**config.mk**
```make
export PLATFORM = sky130hd
export DESIGN_NAME = rate_burst_encoder
export DESIGN_NICKNAME = d
export VERILOG_FILES = /design/src/rtl/rbenc_pkg.sv /design/src/rtl/burst_enc.sv /design/src/rtl/rate_norm.sv /design/src/rtl/mant_div.sv /design/src/rtl/rate_burst_encoder.sv
export SDC_FILE = /design/constraint.sdc
export NUM_CORES = 1
export LEC_CHECK = 0
export CORE_MARGIN = 2
export CORE_UTILIZATION = 50
export CTS_CLUSTER_DIAMETER = 40
export DETAILED_ROUTE_END_ITERATION = 8
export GPL_TIMING_DRIVEN = 0
export HOLD_SLACK_MARGIN = 0.02
export PLACE_DENSITY = 0.68
export SLEW_MARGIN = 20
export SYNTH_ARGS = -nofsm -noshare
export SYNTH_HDL_FRONTEND = slang
export SYNTH_SLANG_ARGS = --single-unit
```
**constraint.sdc**
```tcl
create_clock -name clk_i -period 7.3 [get_ports clk_i]
set_input_delay 1.095 -clock clk_i [delete_from_list [all_inputs] [get_ports clk_i]]
set_output_delay 1.095 -clock clk_i [all_outputs]
set_load 0.1 [all_outputs]
```
**src/rtl/rbenc_pkg.sv**
```systemverilog
package rbenc_pkg;
  localparam int unsigned WIN_LO    = 256_000_000;
  localparam int unsigned WIN_HI    = 512_000_000;
  localparam int unsigned MANT_STEP = 1_000_000;
  localparam int unsigned EXP_CAP   = 22;
  localparam int unsigned MANT_W    = 8;
  localparam int unsigned EXP_W     = 5;
  localparam int unsigned RDIV_W    = 5;

  typedef enum logic [1:0] {ST_IDLE, ST_NORM, ST_DIV} enc_state_e;
endpackage

```
**src/rtl/burst_enc.sv**
```systemverilog
module burst_enc #(
  parameter int BW   = 32,
  parameter int EW   = 5,
  parameter int MW   = 8,
  parameter int ECAP = 22
) (
  input  logic          clk_i,
  input  logic          rst_ni,
  input  logic          start_i,
  input  logic [BW-1:0] burst_i,
  output logic          done_o,
  output logic [EW-1:0] exp_o,
  output logic [MW-1:0] man_o
);
  localparam int CW = $clog2(BW);

  logic [BW-1:0] sh_q;
  logic [CW-1:0] cnt_q;
  logic [CW-1:0] pos;
  logic          busy_q;

  // bit position of the leading one once sh_q is normalised
  assign pos = CW'(BW - 1) - cnt_q;

  always_ff @(posedge clk_i or negedge rst_ni) begin
    if (!rst_ni) begin
      sh_q   <= '0;
      cnt_q  <= '0;
      busy_q <= 1'b0;
      done_o <= 1'b0;
      exp_o  <= '0;
      man_o  <= '0;
    end else begin
      done_o <= 1'b0;
      if (start_i) begin
        if (burst_i == '0) begin
          exp_o  <= '0;
          man_o  <= '0;
          done_o <= 1'b1;
          busy_q <= 1'b0;
        end else begin
          sh_q   <= burst_i;
          cnt_q  <= '0;
          busy_q <= 1'b1;
        end
      end else if (busy_q) begin
        if (sh_q[BW-1]) begin
          busy_q <= 1'b0;
          done_o <= 1'b1;
          if (pos > CW'(ECAP)) begin
            exp_o <= EW'(ECAP);
            man_o <= '1;
          end else begin
            exp_o <= EW'(pos);
            man_o <= (pos < CW'(MW)) ? '0 : sh_q[BW-2 -: MW];
          end
        end else begin
          sh_q  <= sh_q << 1;
          cnt_q <= cnt_q + 1'b1;
        end
      end
    end
  end

  p_small_man_r2: assert property (@(posedge clk_i) disable iff (!rst_ni)
    (done_o && (exp_o < EW'(MW))) |-> (man_o == '0));

  p_exp_cap_r3: assert property (@(posedge clk_i) disable iff (!rst_ni)
    done_o |-> (exp_o <= EW'(ECAP)));
endmodule

```
**src/rtl/rate_norm.sv**
```systemverilog
module rate_norm #(
  parameter int RW   = 56,
  parameter int EW   = 5,
  parameter int DVW  = 5,
  parameter int ECAP = 22,
  localparam int NW  = RW - 2
) (
  input  logic           clk_i,
  input  logic           rst_ni,
  input  logic           start_i,
  input  logic [RW-1:0]  rate_i,
  output logic           done_o,
  output logic [EW-1:0]  exp_o,
  output logic [DVW-1:0] rdiv_o,
  output logic [NW-1:0]  val_o,
  output logic           zero_o,
  output logic           sat_o
);
  import rbenc_pkg::*;

  localparam logic [NW-1:0] LO_N = NW'(WIN_LO);
  localparam logic [NW-1:0] HI_N = NW'(WIN_HI);

  logic [NW-1:0] scaled;
  logic          busy_q;

  assign scaled = NW'(rate_i >> 2);

  always_ff @(posedge clk_i or negedge rst_ni) begin
    if (!rst_ni) begin
      val_o  <= '0;
      exp_o  <= '0;
      rdiv_o <= '0;
      zero_o <= 1'b0;
      sat_o  <= 1'b0;
      busy_q <= 1'b0;
      done_o <= 1'b0;
    end else begin
      done_o <= 1'b0;
      if (start_i) begin
        val_o  <= scaled;
        exp_o  <= '0;
        rdiv_o <= '0;
        sat_o  <= 1'b0;
        if (scaled == '0) begin
          zero_o <= 1'b1;
          done_o <= 1'b1;
          busy_q <= 1'b0;
        end else begin
          zero_o <= 1'b0;
          busy_q <= 1'b1;
        end
      end else if (busy_q) begin
        if (val_o < LO_N) begin
          val_o  <= val_o << 1;
          rdiv_o <= rdiv_o + 1'b1;
        end else if ((val_o >= HI_N) && (exp_o < EW'(ECAP))) begin
          val_o <= val_o >> 1;
          exp_o <= exp_o + 1'b1;
        end else begin
          busy_q <= 1'b0;
          done_o <= 1'b1;
          sat_o  <= (val_o >= HI_N);
        end
      end
    end
  end

  p_win_lo_r5: assert property (@(posedge clk_i) disable iff (!rst_ni)
    (done_o && !zero_o) |-> (val_o >= LO_N));

  p_win_hi_r7: assert property (@(posedge clk_i) disable iff (!rst_ni)
    (done_o && !zero_o && !sat_o) |-> (val_o < HI_N));

  p_sat_exp_r8: assert property (@(posedge clk_i) disable iff (!rst_ni)
    (done_o && sat_o) |-> ((exp_o == EW'(ECAP)) && (rdiv_o == '0)));
endmodule

```
**src/rtl/mant_div.sv**
```systemverilog
module mant_div #(
  parameter int          DW      = 28,
  parameter int          QW      = 8,
  parameter int unsigned DIVISOR = 1_000_000
) (
  input  logic          clk_i,
  input  logic          rst_ni,
  input  logic          start_i,
  input  logic [DW-1:0] dividend_i,
  output logic          done_o,
  output logic [QW-1:0] quo_o
);
  localparam int CW = $clog2(QW);
  localparam logic [DW-1:0] DSR0 = DW'(DIVISOR * (32'd1 << (QW - 1)));

  logic [DW-1:0] rem_q;
  logic [DW-1:0] dsr_q;
  logic [CW-1:0] cnt_q;
  logic          busy_q;
  logic          ge;

  assign ge = (rem_q >= dsr_q);

  always_ff @(posedge clk_i or negedge rst_ni) begin
    if (!rst_ni) begin
      rem_q  <= '0;
      dsr_q  <= '0;
      cnt_q  <= '0;
      busy_q <= 1'b0;
      done_o <= 1'b0;
      quo_o  <= '0;
    end else begin
      done_o <= 1'b0;
      if (start_i) begin
        rem_q  <= dividend_i;
        dsr_q  <= DSR0;
        cnt_q  <= CW'(QW - 1);
        quo_o  <= '0;
        busy_q <= 1'b1;
      end else if (busy_q) begin
        if (ge) rem_q <= rem_q - dsr_q;
        quo_o <= {quo_o[QW-2:0], ge};
        dsr_q <= dsr_q >> 1;
        if (cnt_q == '0) begin
          busy_q <= 1'b0;
          done_o <= 1'b1;
        end else begin
          cnt_q <= cnt_q - 1'b1;
        end
      end
    end
  end

  // restoring invariant: partial remainder below twice the current divisor
  p_rem_bound_r7: assert property (@(posedge clk_i) disable iff (!rst_ni)
    busy_q |-> ({1'b0, rem_q} < {dsr_q, 1'b0}));
endmodule

```
**src/rtl/rate_burst_encoder.sv**
```systemverilog
module rate_burst_encoder #(
  parameter int BURST_W = 32,
  parameter int RATE_W  = 56
) (
  input  logic               clk_i,
  input  logic               rst_ni,
  input  logic               start_i,
  input  logic [BURST_W-1:0] burst_i,
  input  logic [RATE_W-1:0]  rate_i,
  output logic [4:0]         burst_exp_o,
  output logic [7:0]         burst_man_o,
  output logic [4:0]         rate_exp_o,
  output logic [7:0]         rate_man_o,
  output logic [4:0]         rate_div_o,
  output logic               done_o
);
  import rbenc_pkg::*;

  localparam int NW      = RATE_W - 2;
  localparam int DW      = $clog2(WIN_HI - WIN_LO);
  localparam int LAT_MAX = 48;
  localparam logic [NW-1:0] LO_N = NW'(WIN_LO);

  enc_state_e st_q;
  logic b_fin_q, r_fin_q, b_fin_n, r_fin_n;
  logic go;

  logic              bd_done;
  logic [EXP_W-1:0]  bd_exp;
  logic [MANT_W-1:0] bd_man;

  logic              rn_done, rn_zero, rn_sat;
  logic [EXP_W-1:0]  rn_exp;
  logic [RDIV_W-1:0] rn_div;
  logic [NW-1:0]     rn_val;

  logic              dv_start, dv_done;
  logic [DW-1:0]     dv_num;
  logic [MANT_W-1:0] dv_quo;

  logic [EXP_W-1:0]  sb_exp_q, sr_exp_q, nx_bexp, nx_rexp;
  logic [MANT_W-1:0] sb_man_q, sr_man_q, nx_bman, nx_rman;
  logic [RDIV_W-1:0] sr_div_q, nx_rdiv;
  logic [6:0]        lat_q;

  assign go       = (st_q == ST_IDLE) && start_i;
  assign dv_start = rn_done && !rn_zero && !rn_sat;
  assign dv_num   = DW'(rn_val - LO_N);
  assign b_fin_n  = b_fin_q | bd_done;
  assign r_fin_n  = r_fin_q | (rn_done & (rn_zero | rn_sat)) | dv_done;

  burst_enc #(.BW(BURST_W), .EW(EXP_W), .MW(MANT_W), .ECAP(EXP_CAP)) u_burst (
    .clk_i(clk_i), .rst_ni(rst_ni), .start_i(go), .burst_i(burst_i),
    .done_o(bd_done), .exp_o(bd_exp), .man_o(bd_man)
  );

  rate_norm #(.RW(RATE_W), .EW(EXP_W), .DVW(RDIV_W), .ECAP(EXP_CAP)) u_rate (
    .clk_i(clk_i), .rst_ni(rst_ni), .start_i(go), .rate_i(rate_i),
    .done_o(rn_done), .exp_o(rn_exp), .rdiv_o(rn_div), .val_o(rn_val),
    .zero_o(rn_zero), .sat_o(rn_sat)
  );

  mant_div #(.DW(DW), .QW(MANT_W), .DIVISOR(MANT_STEP)) u_div (
    .clk_i(clk_i), .rst_ni(rst_ni), .start_i(dv_start), .dividend_i(dv_num),
    .done_o(dv_done), .quo_o(dv_quo)
  );

  always_comb begin
    nx_bexp = bd_done ? bd_exp : sb_exp_q;
    nx_bman = bd_done ? bd_man : sb_man_q;
    nx_rexp = rn_done ? rn_exp : sr_exp_q;
    nx_rdiv = rn_done ? rn_div : sr_div_q;
    if (dv_done)      nx_rman = dv_quo;
    else if (rn_done) nx_rman = rn_zero ? '0 : '1;
    else              nx_rman = sr_man_q;
  end

  always_ff @(posedge clk_i or negedge rst_ni) begin
    if (!rst_ni) begin
      st_q        <= ST_IDLE;
      b_fin_q     <= 1'b0;
      r_fin_q     <= 1'b0;
      sb_exp_q    <= '0;
      sb_man_q    <= '0;
      sr_exp_q    <= '0;
      sr_man_q    <= '0;
      sr_div_q    <= '0;
      burst_exp_o <= '0;
      burst_man_o <= '0;
      rate_exp_o  <= '0;
      rate_man_o  <= '0;
      rate_div_o  <= '0;
      done_o      <= 1'b0;
      lat_q       <= '0;
    end else begin
      done_o <= 1'b0;
      if (st_q == ST_IDLE) begin
        if (start_i) begin
          st_q    <= ST_NORM;
          b_fin_q <= 1'b0;
          r_fin_q <= 1'b0;
          lat_q   <= 7'd1;
        end
      end else begin
        lat_q    <= lat_q + 1'b1;
        sb_exp_q <= nx_bexp;
        sb_man_q <= nx_bman;
        sr_exp_q <= nx_rexp;
        sr_man_q <= nx_rman;
        sr_div_q <= nx_rdiv;
        b_fin_q  <= b_fin_n;
        r_fin_q  <= r_fin_n;
        if (dv_start) st_q <= ST_DIV;
        if (b_fin_n && r_fin_n) begin
          st_q        <= ST_IDLE;
          done_o      <= 1'b1;
          burst_exp_o <= nx_bexp;
          burst_man_o <= nx_bman;
          rate_exp_o  <= nx_rexp;
          rate_man_o  <= nx_rman;
          rate_div_o  <= nx_rdiv;
        end
      end
    end
  end

  p_done_pulse_r10: assert property (@(posedge clk_i) disable iff (!rst_ni)
    done_o |=> !done_o);

  p_latency_r10: assert property (@(posedge clk_i) disable iff (!rst_ni)
    (st_q != ST_IDLE) |-> (lat_q <= 7'(LAT_MAX)));

  p_no_restart_r11: assert property (@(posedge clk_i) disable iff (!rst_ni)
    (st_q != ST_IDLE) |=> ((st_q != ST_IDLE) || done_o));

  p_hold_r12: assert property (@(posedge clk_i) disable iff (!rst_ni)
    !done_o |-> $stable({burst_exp_o, burst_man_o, rate_exp_o, rate_man_o, rate_div_o}));
endmodule

```
---- Word-level counts from Yosys, hierarchy flattened ----
Cells that the tools add are included.
word-level totals
  register bits ........................... 256
  input port bits ......................... 91
  output and inout bits ................... 32
  word-level logic and storage cells ...... 175
operators by class
  $add $sub $neg .......................... 7
  $lt $le $gt $ge ......................... 6
  equal/unequal tests ..................... 7
  multiplexer cells ....................... 84
  bitwise gates (word level) .............. 6
  reduce and logical (&&, ||, !) cells .... 31
operators by type and width
  operator                                               count
  two-way mux 54 bit                                     4
  two-way mux 28 bit                                     5
  two-way mux 32 bit                                     4
  two-way mux 8 bit                                      12
  two-way mux 5 bit                                      19
  >= comparator 54 x 29 -> 1 bit, second input constant  1
  logical NOT 54 bit                                     1
  < comparator 54 x 28 -> 1 bit, second input constant   1
  two-way mux 1 bit                                      33
  logical NOT 32 bit                                     1
  >= comparator 28 bit                                   1
  subtractor 28 bit                                      1
  subtractor 28 bit, second input constant               1
  adder 5 x 1 -> 5 bit, second input constant            3
  AND reduction 2 bit                                    7
  nonzero test 2 bit                                     7
  != test 2 bit, second input constant                   6
  AND reduction 3 bit                                    4
  two-way mux 3 bit                                      3
  two-way mux 2 bit                                      4
  nonzero test 3 bit                                     2
  > comparator 5 bit, second input constant              1
  logical AND 1 bit                                      5
  < comparator 5 x 4 -> 1 bit, second input constant     1
  10 further kinds                                       14

---- Depth between registers and ports, before layout ----
  word-level depth ........................ 7
  gate-level depth with buffers ........... 14
  gate-level depth less buffers ........... 12

---- Modules after synthesis ----
From an unflattened synthesis, not the netlist that was laid out.
unflattened totals
  cell total of the unflattened synthesis .. 1501
  area total of the unflattened synthesis .. 14079.8 µm²
modules (own cells, without submodules)
  module              instances  cells an instance  area each (µm²)  sequential area each (µm²)
  mant_div            1          500                4480.5           1701.6
  rate_norm           1          381                3729.8           1701.6
  rate_burst_encoder  1          306                3111.7           1676.6
  burst_enc           1          314                2757.6           1301.2

---- Worst setup path before layout ----
Ideal clock, no wire load.
  path type ............................... register to register
  from .................................... register u_div.dsr_q[0]
  to ...................................... register u_div.rem_q[25]
  library setup time ...................... 0.082 ns
  arrival time ............................ 2.582 ns
  required time ........................... 7.218 ns
  slack ................................... 4.636 ns
  cell stages (with the launch flop) ...... 12
  buffers on the path ..................... 1
  period minus slack after synthesis ...... 2.664 ns
  cells stage by stage .................... dfrtp_1 ha_1 fa_1 nand2b_1 a211oi_2 nor2_1 nor2_1 a21o_1 a32oi_2 buf_6 or4_1 a31oi_1
on the way
  cells in the longest elaborated chain, start to end .. 4
  elaborated cells on any way between the ends .. 7
  classes of those cells .................. add/sub: 1; order compare: 1; mux: 3; reduce/logical: 2
RTL lines
  what                    RTL line        source
  start, declared         mant_div.sv:17  logic [DW-1:0] dsr_q;
  start signal, assigned  mant_div.sv:43  dsr_q <= dsr_q >> 1;
  subtractor 28 bit       mant_div.sv:41  if (ge) rem_q <= rem_q - dsr_q;
  two-way mux 28 bit      mant_div.sv:41
  two-way mux 28 bit      mant_div.sv:40  end else if (busy_q) begin
  two-way mux 28 bit      mant_div.sv:34  if (start_i) begin
  end signal, assigned    mant_div.sv:35  rem_q <= dividend_i;
  end signal, assigned    mant_div.sv:41
  end, declared           mant_div.sv:16  logic [DW-1:0] rem_q;
Several ways; a longest one is shown, not always the timed one. The select of a mux whose other input is x is not followed.
A chain may end at the register's enable or synchronous reset.

---- Final worst setup path ----
  from .................................... input start_i
  to ...................................... register u_rate.busy_q
on the way
  cells in the longest elaborated chain, start to end .. 2
RTL lines
  what                  RTL line                  source
  start, declared       rate_burst_encoder.sv:7   input logic start_i,
  logical AND 1 bit     rate_burst_encoder.sv:46  assign go = (st_q == ST_IDLE) && start_i;
  two-way mux 1 bit     rate_norm.sv:40           if (start_i) begin
  end signal, assigned  rate_norm.sv:36           busy_q <= 1'b0;
  end signal, assigned  rate_norm.sv:48           busy_q <= 1'b0;
  end signal, assigned  rate_norm.sv:51           busy_q <= 1'b1;
  end, declared         rate_norm.sv:25           logic busy_q;
Every way passes these cells.

==> out/qor.csv <==
metric,value,unit
status,completed,
WP data required,7.64,ns
DRT iter0 DRCs,720,
CP Capture Type,register,
clock buffer depth,3,
Slew headroom,31.8,%
reg2reg end,u_div.rem_q[26],
"top cells by area, synth","dfrtp_1 47%, mux2i_1 7.7%, a21oi_1 6.4%",
hold slack,0.479,ns
number of synthesized register bits,255,
share of synthesized registers carrying an async set or reset,100,%
root buffer cell,clkbuf_16,
yosys warns,0,
Worst Path Buf+Inv,3,
"CTS clk-pin slew, worst paths",0.05,ns
Crit path max-delay family,simple AND/OR/NAND/NOR gates,
Worst Max-Slew Pin Slew,1.02,ns
Cells after Synth,1475,
hold_sp,burst_man_o[4],
wire per inst,17.3,um
"Top FF cell, synth",dfrtp_1,
"Cell Area, Synth",13600,um^2
M2 GR Usage,40.4,%
"count leader, synth",dfrtp_1,
Total GRT Usage,24.8,%
GRT Max-Usage Layer,met2,
RSZ-0062 raised after global routing,false,
vias in the first global route,11325,
Routed Antenna Nets,0,
pre-CTS setup slack,3.58,ns
DP HPWL,24.9,mm
cts hold-fix bufs,0,
Post-Synth Simple-Gate Area,15.4,%
first-pass GRT wire length,57.9,mm
peak supply drop,196,uV
cells on worst reg2reg path,11,
initial antenna violation count,1,
Initial Util,50.7,%
DRC violations left,0,
cell taking the most area after synthesis,dfrtp_1,
Tcrit/Tclk final,45.3,%
Site Rows,60,
critical path class,input pin to register,
fin. max-slew vios,0,
crit-path max FO,10,
Clock Skew,0.0238,ns
die area,28500,um^2
grt ovf,0,
DR pass1 iterations,5,
R2R Path Start,u_div.dsr_q[0],
leakage,0.00721,uW
Post-Syn Area per Cell,9.22,um^2
power per cell area,474,nW/um^2
postcts setup bufs,0,
max-cap viol count,0,
Achievable Freq,303,MHz
Clock Sinks,255,
crit-path max cell delay,0.78,ns
share of cells above drive strength 1,8.05,%
vias,11317,
Yosys top cell area share,46.9,%
largest net degree at the start of global routing,99,
reg2reg setup slack,4.28,ns
"Hold Vio Cnt, Final",0,
Via density,5.64,
Crit-path slowest cell,nor4_1,
Critical Path AT,3.65,ns
Post-Syn Nets,1601,
Worst-Skew Late Latency,0.52,ns
compound-cell area share of the yosys netlist,17.1,%
crit path from,start_i,
Final Non-Filler Cells,2005,
sequential share of the synthesized area,46.9,%
Die Y,169,um
CP cell instances,clkdlybuf4s50_1 -> inv_1 -> nor2_1 -> clkbuf_1 -> nand3_1 -> nor4_1 -> nor2_1,
post-route minimum period,3.30,ns
# setup viols final,0,
Ports,123,
main combinational cell family by area after synthesis,compound AO/OA/AOI/OAI gates,
WP depth,7,
adder-cell share of the synthesized area,3.28,%
Worst setup endpoint,u_rate.busy_q,
IO buf count,120,
final net count,1764,
H-tree level count,2,
Critical Path Start Type,input pin,
synth-to-layout area growth,22.2,%
GPL Wtd Cong,0.933,
crit-path most repeated cell,nor2_1,
TritonCTS clock tree,built,
library cells used by synthesis,64,
cts bufs inserted,39,
Min-Delay Path Class,register to register,
cts repair resizes,0,
post-synthesis mux area share,9.81,%
met3 Use GR,3.72,%
# diodes,0,
hold path cells,2,
placed cell areas,15300,um^2
core box area,26800,um^2
die width,169,um
fill count,2287,
xor-xnor portion of the synthesized cell area,2.96,%
Post-Place Cells,1938,
met1 Use GR,34.4,%
fin util,62.0,%
fin area,16600,um^2
"EDFF count, synth",0,
Final WS setup,4.00,ns
Synth top cells by count,"255 x dfrtp_1, 175 x a21oi_1, 171 x nor2_1",
Post-Route WL,34.7,mm
-- area by class of cell --
cell class,instances,area (um^2),area share [%]
plain buffers,91,427,2.57
clock buffers,52,1130,6.78
clock inverters,15,208,1.25
inverters,51,191,1.15
multi-input cells,1078,6600,39.7
flip-flops and latches,255,6380,38.4
well taps,341,427,2.57
repair buffers,122,1260,7.59
-- per-stage QoR --
stage	TNS [ns]	power (uW)
6_report	0	7880
5_1_grt	0	8450
4_1_cts	0	7890
3_5_place_dp	0	5960
3_3_place_gp	-1510.81	5880
2_1_floorplan	0	5040
-- worst min-delay path, delay by kind of cell, from the launching register on --
kind	cells	cell delay [ns]
DFF	1	0.34
AOI/OAI and AO/OA	1	0.06
and+or+nand+nor	1	0.05
-- worst min path at each step --
stage / end
floorplan: u_div.done_o
global placement: burst_man_o[5]
detailed placement: rate_man_o[6]
CTS: rate_man_o[6]
global route: rate_man_o[1]
finish: burst_man_o[4]
-- cell usage in the layout (no fill, tap or decap), drive strengths merged, types with 3 or more instances in the layout --
| cell | netlist | final |
|---|---|---|
| nor3 | 13 | 13 |
| o21ai | 158 | 158 |
| a211o | 3 | 3 |
| nand2 | 151 | 151 |
| xor2 | 24 | 24 |
| and3 | 5 | 5 |
| nor3b | 31 | 31 |
| or3 | 5 | 5 |
| clkdlybuf4s50 | 0 | 119 |
| buf | 44 | 47 |
| nor2 | 172 | 172 |
| nand2b | 8 | 8 |
| dfrtp | 255 | 255 |
| o22ai | 8 | 8 |
| inv | 50 | 53 |
| a31oi | 6 | 6 |
| nor4 | 30 | 30 |
| o31ai | 4 | 4 |
| bufinv | 0 | 4 |
| clkinv | 1 | 8 |
| a211oi | 11 | 11 |
| o211ai | 8 | 8 |
| a21o | 12 | 12 |
| mux2 | 26 | 26 |
| o41ai | 3 | 3 |
| o21bai | 4 | 4 |
| nor2b | 6 | 6 |
| nand3 | 10 | 10 |
| a21oi | 177 | 177 |
| xnor2 | 22 | 22 |
| mux2i | 104 | 104 |
| a22o | 4 | 4 |
| ha | 34 | 34 |
| nand4 | 15 | 15 |
| clkbuf | 47 | 99 |
-- registers in the layout (all words and copies together) (netlist names), 27 cells and up --
name	cells
u_burst.sh_q	32
u_div.dsr_q	27
u_div.rem_q	28
u_rate.val_o	54
-- power by group --
group	internal, uW	switching [uW]	leakage, uW	total (uW)
clock network	1220	661	0.000656	1880
logic	1390	2190	0.00329	3580
registers	1980	435	0.00327	2420
total	4600	3280	0.00721	7880
-- metal layers --
layer / routed length (um) / part of all wire [%]
met1: 16000 / 46
met4: 799 / 2.3
met3: 1590 / 4.6
met2: 16300 / 47
met5: 0 / 0
-- cells by family (layout without fill, tap and decap cells) --
family          Yosys count  after routing
buf+inv                 142            331
mux                     130            130
flops                   255            255
fa+ha+maj                35             35
simple gates            454            454
compound gates          413            413
xor+xnor                 46             46
Note: power is estimated with default switching activity, not from simulation.
